`src/rtl/gsp_pkg.sv`:
```
package gsp_pkg;
  // width of one channel gain code
  localparam int unsigned GSP_CODE_W   = 8;
  // number of channels carried in one control word
  localparam int unsigned GSP_CHANNELS = 2;
  // flops in each pin synchronizer
  localparam int unsigned GSP_SYNC_N   = 2;
  // pin index inside the synchronizer bus
  localparam int unsigned GSP_PIN_SEL  = 0;
  localparam int unsigned GSP_PIN_SCLK = 1;
  localparam int unsigned GSP_PIN_SDI  = 2;
  localparam int unsigned GSP_PINS     = 3;
endpackage

```
`src/rtl/gsp_rst_sync.sv`:
```
module gsp_rst_sync #(
  parameter int unsigned STAGES = 2
) (
  input  logic clk,
  input  logic rst_n,
  output logic rst_sync_n
);
  logic [STAGES-1:0] chain_q;
  logic [STAGES-1:0] chain_d;

  always_comb begin
    chain_d = {chain_q[STAGES-2:0], 1'b1};
  end

  always_ff @(posedge clk or negedge rst_n) begin
    if (!rst_n) chain_q <= '0;
    else        chain_q <= chain_d;
  end

  assign rst_sync_n = chain_q[STAGES-1];
endmodule

```
`src/rtl/gsp_sync.sv`:
```
module gsp_sync #(
  parameter int unsigned WIDTH  = 3,
  parameter int unsigned STAGES = 2,
  parameter logic [WIDTH-1:0] RST_VAL = '0
) (
  input  logic             clk,
  input  logic             rst_n,
  input  logic [WIDTH-1:0] pin_i,
  output logic [WIDTH-1:0] pin_s
);
  logic [STAGES-1:0][WIDTH-1:0] stage_q;

  generate
    for (genvar s = 0; s < STAGES; s++) begin : g_stage
      logic [WIDTH-1:0] stage_d;
      if (s == 0) begin : g_first
        assign stage_d = pin_i;
      end else begin : g_next
        assign stage_d = stage_q[s-1];
      end
      always_ff @(posedge clk or negedge rst_n) begin
        if (!rst_n) stage_q[s] <= RST_VAL;
        else        stage_q[s] <= stage_d;
      end
    end
  endgenerate

  assign pin_s = stage_q[STAGES-1];
endmodule

```
`src/rtl/gsp_shifter.sv`:
```
module gsp_shifter #(
  parameter int unsigned FRAME_W = 16
) (
  input  logic               clk,
  input  logic               rst_n,
  input  logic               sel_s,
  input  logic               sclk_s,
  input  logic               sdi_s,
  output logic [FRAME_W-1:0] word_o,
  output logic               sel_rise_o,
  output logic               sclk_fall_o,
  output logic               sdo_o
);
  logic               sclk_q, sclk_d;
  logic               sel_q, sel_d;
  logic [FRAME_W-1:0] shreg_q, shreg_d;
  logic               sdo_q, sdo_d;
  logic               sclk_rise, sclk_fall, active;
  logic               shift_en, out_en;

  // next-state logic
  always_comb begin
    sclk_d    = sclk_s;
    sel_d     = sel_s;
    sclk_rise = sclk_s & ~sclk_q;
    sclk_fall = ~sclk_s & sclk_q;
    active    = ~sel_s;
    shift_en  = active & sclk_rise;
    out_en    = active & sclk_fall;
    shreg_d   = shreg_q;
    sdo_d     = sdo_q;
    if (shift_en) shreg_d = {shreg_q[FRAME_W-2:0], sdi_s};
    if (out_en)   sdo_d   = shreg_q[FRAME_W-1];
  end

  // registers
  always_ff @(posedge clk or negedge rst_n) begin
    if (!rst_n) begin
      sclk_q  <= 1'b0;
      sel_q   <= 1'b1;
      shreg_q <= '0;
      sdo_q   <= 1'b0;
    end else begin
      sclk_q  <= sclk_d;
      sel_q   <= sel_d;
      shreg_q <= shreg_d;
      sdo_q   <= sdo_d;
    end
  end

  assign word_o      = shreg_q;
  assign sel_rise_o  = sel_s & ~sel_q;
  assign sclk_fall_o = out_en;
  assign sdo_o       = sdo_q;
endmodule

```
`src/rtl/gsp_gain_bank.sv`:
```
module gsp_gain_bank #(
  parameter int unsigned CODE_W   = 8,
  parameter int unsigned CHANNELS = 2,
  localparam int unsigned FRAME_W = CODE_W * CHANNELS
) (
  input  logic                              clk,
  input  logic                              rst_n,
  input  logic                              load_i,
  input  logic [FRAME_W-1:0]                word_i,
  output logic [CHANNELS-1:0][CODE_W-1:0]   code_o,
  output logic [CHANNELS-1:0]               mute_o,
  output logic                              update_o
);
  logic upd_q, upd_d;

  // channel 0 is the byte shifted in first, so it sits at the top
  generate
    for (genvar c = 0; c < CHANNELS; c++) begin : g_chan
      localparam int unsigned HI = FRAME_W - 1 - c * CODE_W;
      logic [CODE_W-1:0] code_q, code_d;
      logic              mute_q, mute_d;

      always_comb begin
        code_d = code_q;
        mute_d = mute_q;
        if (load_i) begin
          code_d = word_i[HI -: CODE_W];
          mute_d = (word_i[HI -: CODE_W] == '0);
        end
      end

      always_ff @(posedge clk or negedge rst_n) begin
        if (!rst_n) begin
          code_q <= '0;
          mute_q <= 1'b1;
        end else begin
          code_q <= code_d;
          mute_q <= mute_d;
        end
      end

      assign code_o[c] = code_q;
      assign mute_o[c] = mute_q;
    end
  endgenerate

  always_comb upd_d = load_i;

  always_ff @(posedge clk or negedge rst_n) begin
    if (!rst_n) upd_q <= 1'b0;
    else        upd_q <= upd_d;
  end

  assign update_o = upd_q;
endmodule

```
`src/rtl/gain_serial_port.sv`:
```
module gain_serial_port
  import gsp_pkg::*;
#(
  parameter int unsigned CODE_W = GSP_CODE_W,
  parameter int unsigned SYNC_N = GSP_SYNC_N
) (
  input  logic              clk,
  input  logic              rst_n,
  input  logic              sel_n_i,
  input  logic              sclk_i,
  input  logic              sdi_i,
  output logic              sdo_o,
  output logic              sdo_oe_o,
  output logic [CODE_W-1:0] gain_right_o,
  output logic [CODE_W-1:0] gain_left_o,
  output logic              mute_right_o,
  output logic              mute_left_o,
  output logic              update_o
);
  localparam int unsigned CHANNELS = GSP_CHANNELS;
  localparam int unsigned FRAME_W  = CODE_W * CHANNELS;
  localparam logic [GSP_PINS-1:0] PIN_RST = (GSP_PINS)'(1) << GSP_PIN_SEL;

  logic                            rst_int_n;
  logic [GSP_PINS-1:0]             pin_raw, pin_s;
  logic [FRAME_W-1:0]              word;
  logic                            sel_rise;
  logic                            sclk_fall_w;
  logic [CHANNELS-1:0][CODE_W-1:0] codes;
  logic [CHANNELS-1:0]             mutes;

  gsp_rst_sync #(.STAGES(2)) u_rst (
    .clk        (clk),
    .rst_n      (rst_n),
    .rst_sync_n (rst_int_n)
  );

  always_comb begin
    pin_raw               = '0;
    pin_raw[GSP_PIN_SEL]  = sel_n_i;
    pin_raw[GSP_PIN_SCLK] = sclk_i;
    pin_raw[GSP_PIN_SDI]  = sdi_i;
  end

  gsp_sync #(.WIDTH(GSP_PINS), .STAGES(SYNC_N), .RST_VAL(PIN_RST)) u_sync (
    .clk   (clk),
    .rst_n (rst_int_n),
    .pin_i (pin_raw),
    .pin_s (pin_s)
  );

  gsp_shifter #(.FRAME_W(FRAME_W)) u_shift (
    .clk         (clk),
    .rst_n       (rst_int_n),
    .sel_s       (pin_s[GSP_PIN_SEL]),
    .sclk_s      (pin_s[GSP_PIN_SCLK]),
    .sdi_s       (pin_s[GSP_PIN_SDI]),
    .word_o      (word),
    .sel_rise_o  (sel_rise),
    .sclk_fall_o (sclk_fall_w),
    .sdo_o       (sdo_o)
  );

  gsp_gain_bank #(.CODE_W(CODE_W), .CHANNELS(CHANNELS)) u_bank (
    .clk      (clk),
    .rst_n    (rst_int_n),
    .load_i   (sel_rise),
    .word_i   (word),
    .code_o   (codes),
    .mute_o   (mutes),
    .update_o (update_o)
  );

  assign gain_right_o = codes[0];
  assign gain_left_o  = codes[1];
  assign mute_right_o = mutes[0];
  assign mute_left_o  = mutes[1];
  assign sdo_oe_o     = ~sel_n_i;
endmodule

```
`config.mk`:
```
export PLATFORM = sky130hd
export DESIGN_NAME = gain_serial_port
export DESIGN_NICKNAME = d
export VERILOG_FILES = /design/src/rtl/gsp_pkg.sv /design/src/rtl/gsp_rst_sync.sv /design/src/rtl/gsp_sync.sv /design/src/rtl/gsp_shifter.sv /design/src/rtl/gsp_gain_bank.sv /design/src/rtl/gain_serial_port.sv
export SDC_FILE = /design/constraint.sdc
export NUM_CORES = 1
export LEC_CHECK = 0
export BUFFER_PORTS_ARGS = -buffer_cell sky130_fd_sc_hd__buf_4
export CORE_MARGIN = 2
export CORE_UTILIZATION = 35
export DETAILED_ROUTE_END_ITERATION = 8
export GPL_ROUTABILITY_DRIVEN = 0
export PLACE_DENSITY_LB_ADDON = 0.3
export SLEW_MARGIN = 20
export SYNTH_ARGS = -nofsm -noshare
export SYNTH_HDL_FRONTEND = slang
export SYNTH_SLANG_ARGS = --single-unit
```
`constraint.sdc`:
```
create_clock -name clk -period 1.8 [get_ports clk]
set_input_delay 0.27 -clock clk [delete_from_list [all_inputs] [get_ports clk]]
set_output_delay 0.27 -clock clk [all_outputs]
set_load 0.01 [all_outputs]
```
==> Flow_metrics.wiki <==
{| class="wikitable"
! Metric !! Value
|-
| Max Fanout on Critical Path || 21
|-
| Floorplan die area || 0.00526 mm2
|-
| Die span in y || between 70 and 80 um
|-
| Total routing resource utilization after global routing || 0.106
|-
| Unrepaired setup endpoints after global routing || no
|-
| Xor and xnor fraction of the mapped netlist area || 0
|-
| Fin cells || ~190
|-
| Layout Utilization || 0.459
|-
| Number of violations of the max-capacitance limit || 0
|-
| Maximum achievable frequency || 745 MHz
|-
| Pins over their slew limit || 0
|-
| Number of fill cells || 413
|-
| First-pass GRT wire length || around 4200 um
|-
| Diode count || 0
|-
| Post-route DRC violation count || 0
|-
| IO Pins || 26
|-
| Clock sink count || between 40 and 50
|-
| Vias in the first global route || 913
|-
| Largest net degree at the start of global routing || 29
|-
| Setup violation total in the final timing report || 0
|-
| Crit path time final || between 1 and 1.5 ns
|-
| Synth-to-Final Area Change || 24.0%
|-
| Post-CTS Setup Bufs || 0
|-
| Final worst-path cycle share || 0.746
|-
| Setup Crit Path Kind || flop to flop
|-
| Crit Reg-Reg Startpoint || u_shift.sel_q
|-
| Total number of vias || approximately 860
|-
| Mapped Area || ~0.0016 mm2
|-
| Mux cell area share after synthesis || 0.226
|-
| Net total in the final layout || ~140
|-
| Static Leak || 0.00101 uW
|-
| Worst supply voltage drop on vdd || about 0.42 mV
|-
| Synthesis Warnings || 0
|-
| Post-synthesis cell count || 98
|-
| Hold Path Cell Cnt || 1
|-
| Syn_area_per_cell || 16.8 um2
|-
| Starting DRC count in detailed routing || 55
|-
| Total nets after synthesis || 103
|-
| Combined area of the multi-input logic cells || 458 um2
|-
| Setup_tns || 0 ns
|-
| Count of endpoints failing hold in the final timing report || 0
|-
| Critical path startpoint category || flop
|-
| CP Data Arrival Time || roughly 1.5 ns
|-
| Share of post-route cells with drive strength above 1 || 0.579
|-
| Most common cell after layout, fill and taps aside || dfrtp_1
|-
| Clk_lat worst skew || between 0.2 and 0.3 ns
|-
| Clock input transition at the sequential cells of the worst setup and hold paths || approximately 0.080 ns
|-
| Most frequent cells in the layout || 40 x dfrtp_1, 33 x mux2_2, 28 x buf_4, 5 x clkbuf_8, 5 x dfstp_2
|-
| First element of the critical path || u_shift.sel_q
|-
| Largest clock skew in the final design || 0.00546 ns
|-
| Standard-cell row count || 24
|-
| Initial antenna violation count || 0
|-
| Initial standard-cell utilization of the core || 0.370
|-
| Total wire length || about 2400 um
|-
| Number of synthesized register bits || 46
|-
| Data required time of the worst path || approximately 2.0 ns
|-
| Total chip power || between 2000 and 3000 uW
|-
| Die X || around 73 um
|-
| Count of unique library cells instantiated by Yosys || 13
|-
| DP HPWL || around 1700 um
|-
| Type of the worst min-delay path || primary input to flop
|-
| Depth of the worst register-to-register path || 3
|-
| Start point of the worst hold path || sdi_i
|-
| Sequential element share of the synthesized area || 0.704
|-
| Area share of and/or/nand/nor cells after synthesis || 0.0441
|-
| Synth Area in Adders || 0
|-
| I/O Buffers || 25
|-
| Clk buf depth || 2
|-
| Average wire per cell in the routed design || about 13 um
|-
| Power density cells || 1270 mW/mm2
|-
| Total grt overflow || 0
|-
| Level count of the clock H-tree || 2
|-
| Worst hold slack after final layout || between 0.08 and 0.09 ns
|-
| Area of the core region || ~0.0044 mm2
|-
| Clock root buffer || clkbuf_8
|-
| Avg Vias per Cell || 4.65
|-
| Drt pass-1 iters || 4
|-
| Clock tree from TritonCTS || yes
|-
| Num CTS Buffers || 5
|-
| Flip-flop and latch area || ~0.0012 mm2
|-
| Dominant combinational cell family by area after synthesis || multiplexers
|-
| Antenna Nets Post-Route || 0
|-
| Crit path capture type || flop
|-
| Synthesized-area fraction occupied by ao, oa, aoi and oai cells || 0.00609
|-
| # placed instances || 176
|-
| Run status || complete, no violations
|}
## path summary, 6_finish.rpt
| check | end | slack (ns) |
|---|---|---|
| min in group asynchronous | u_shift.word_o[14] | 0.19 |
| worst min-delay path | u_sync.g_stage[1].stage_d[2] | 0.08 |
| worst max-delay path | u_bank.g_chan[1].code_q[0] | 0.46 |
| worst min register to register | u_shift.word_o[14] | 0.19 |
| worst max register to register | u_bank.g_chan[1].code_q[0] | 0.46 |
| max in group asynchronous | u_bank.g_chan[1].mute_q | 1.07 |
## worst max-delay path, cell delays in order, from the launching register on
cell	delay, ns
dfstp_2	0.51
nand2b_1	0.09
buf_4	0.25
mux2_2	0.37
## registers in the layout, summed over array words and instances, names as in the netlist
name and cells:
u_bank.g_chan.code_q 16, u_bank.g_chan.mute_q 2, u_bank.update_o 1, u_rst.chain_q 2, u_shift.sclk_q 1, u_shift.sdo_o 1
u_shift.sel_q 1, u_shift.word_o 16, u_sync.g_stage.stage_d 3, u_sync.pin_s 3
## where the power goes
part	internal, uW	leakage, uW	switching, uW
logic	290	0.000367	171
clock network	408	0.0000579	324
registers	1240	0.000583	147
total	1940	0.00101	643
## what timing repair did
| item | 4_1_cts | 5_1_grt |
|---|---|---|
| endpoints found under the hold margin | 2 | 0 |
| hold buffers | 1 | 0 |
| gates resized for setup | 0 | 0 |
## through the flow
step	area, um2	setup WS, ns
floorplan	1640	0.434
CTS	2040	0.445
global placement	1920	0.477
finish	2040	0.458
global route	2040	0.376
detailed placement	1920	0.454
## layer usage
metal / global-route usage / part of all wire / vias up
li1: - / - / 403
met1: 0.125 / 0.46 / 431
met2: 0.168 / 0.47 / 20
met3: 0.0347 / 0.040 / 7
met4: 0.0617 / 0.027 / 0
met5: 0 / 0 / -
## synthesized netlist by cell type
cell,count,area share
dfrtp_1,41,0.62
mux2_2,33,0.23
dfstp_2,5,0.080
nand2_1,4,0.0091
nor4_1,4,0.015
buf_2,2,0.0061
inv_1,2,0.0046
o21ai_0,2,0.0061
buf_6,1,0.0068
conb_1,1,0.0023
nand2b_1,1,0.0038
nor3b_1,1,0.0046
nor3b_4,1,0.011
## cell families (layout without fill, tap and decap cells)
kind of cell	after synthesis	after routing
multiplexers	33	33
other	1	1
AO/OA/AOI/OAI	2	2
AND/OR/NAND/NOR	11	11
buffers and inverters	5	40
flip-flops	46	46
## area by class of cell
class                      instances  area share
sequential                        46       0.568
timing repair buffer              30       0.118
inverter                           2     0.00368
tap                               52      0.0319
clock buffer                       5      0.0338
multi-input combinational         47       0.225
clock inverter                     3      0.0196
Note: power is estimated with default switching activity, not from simulation.
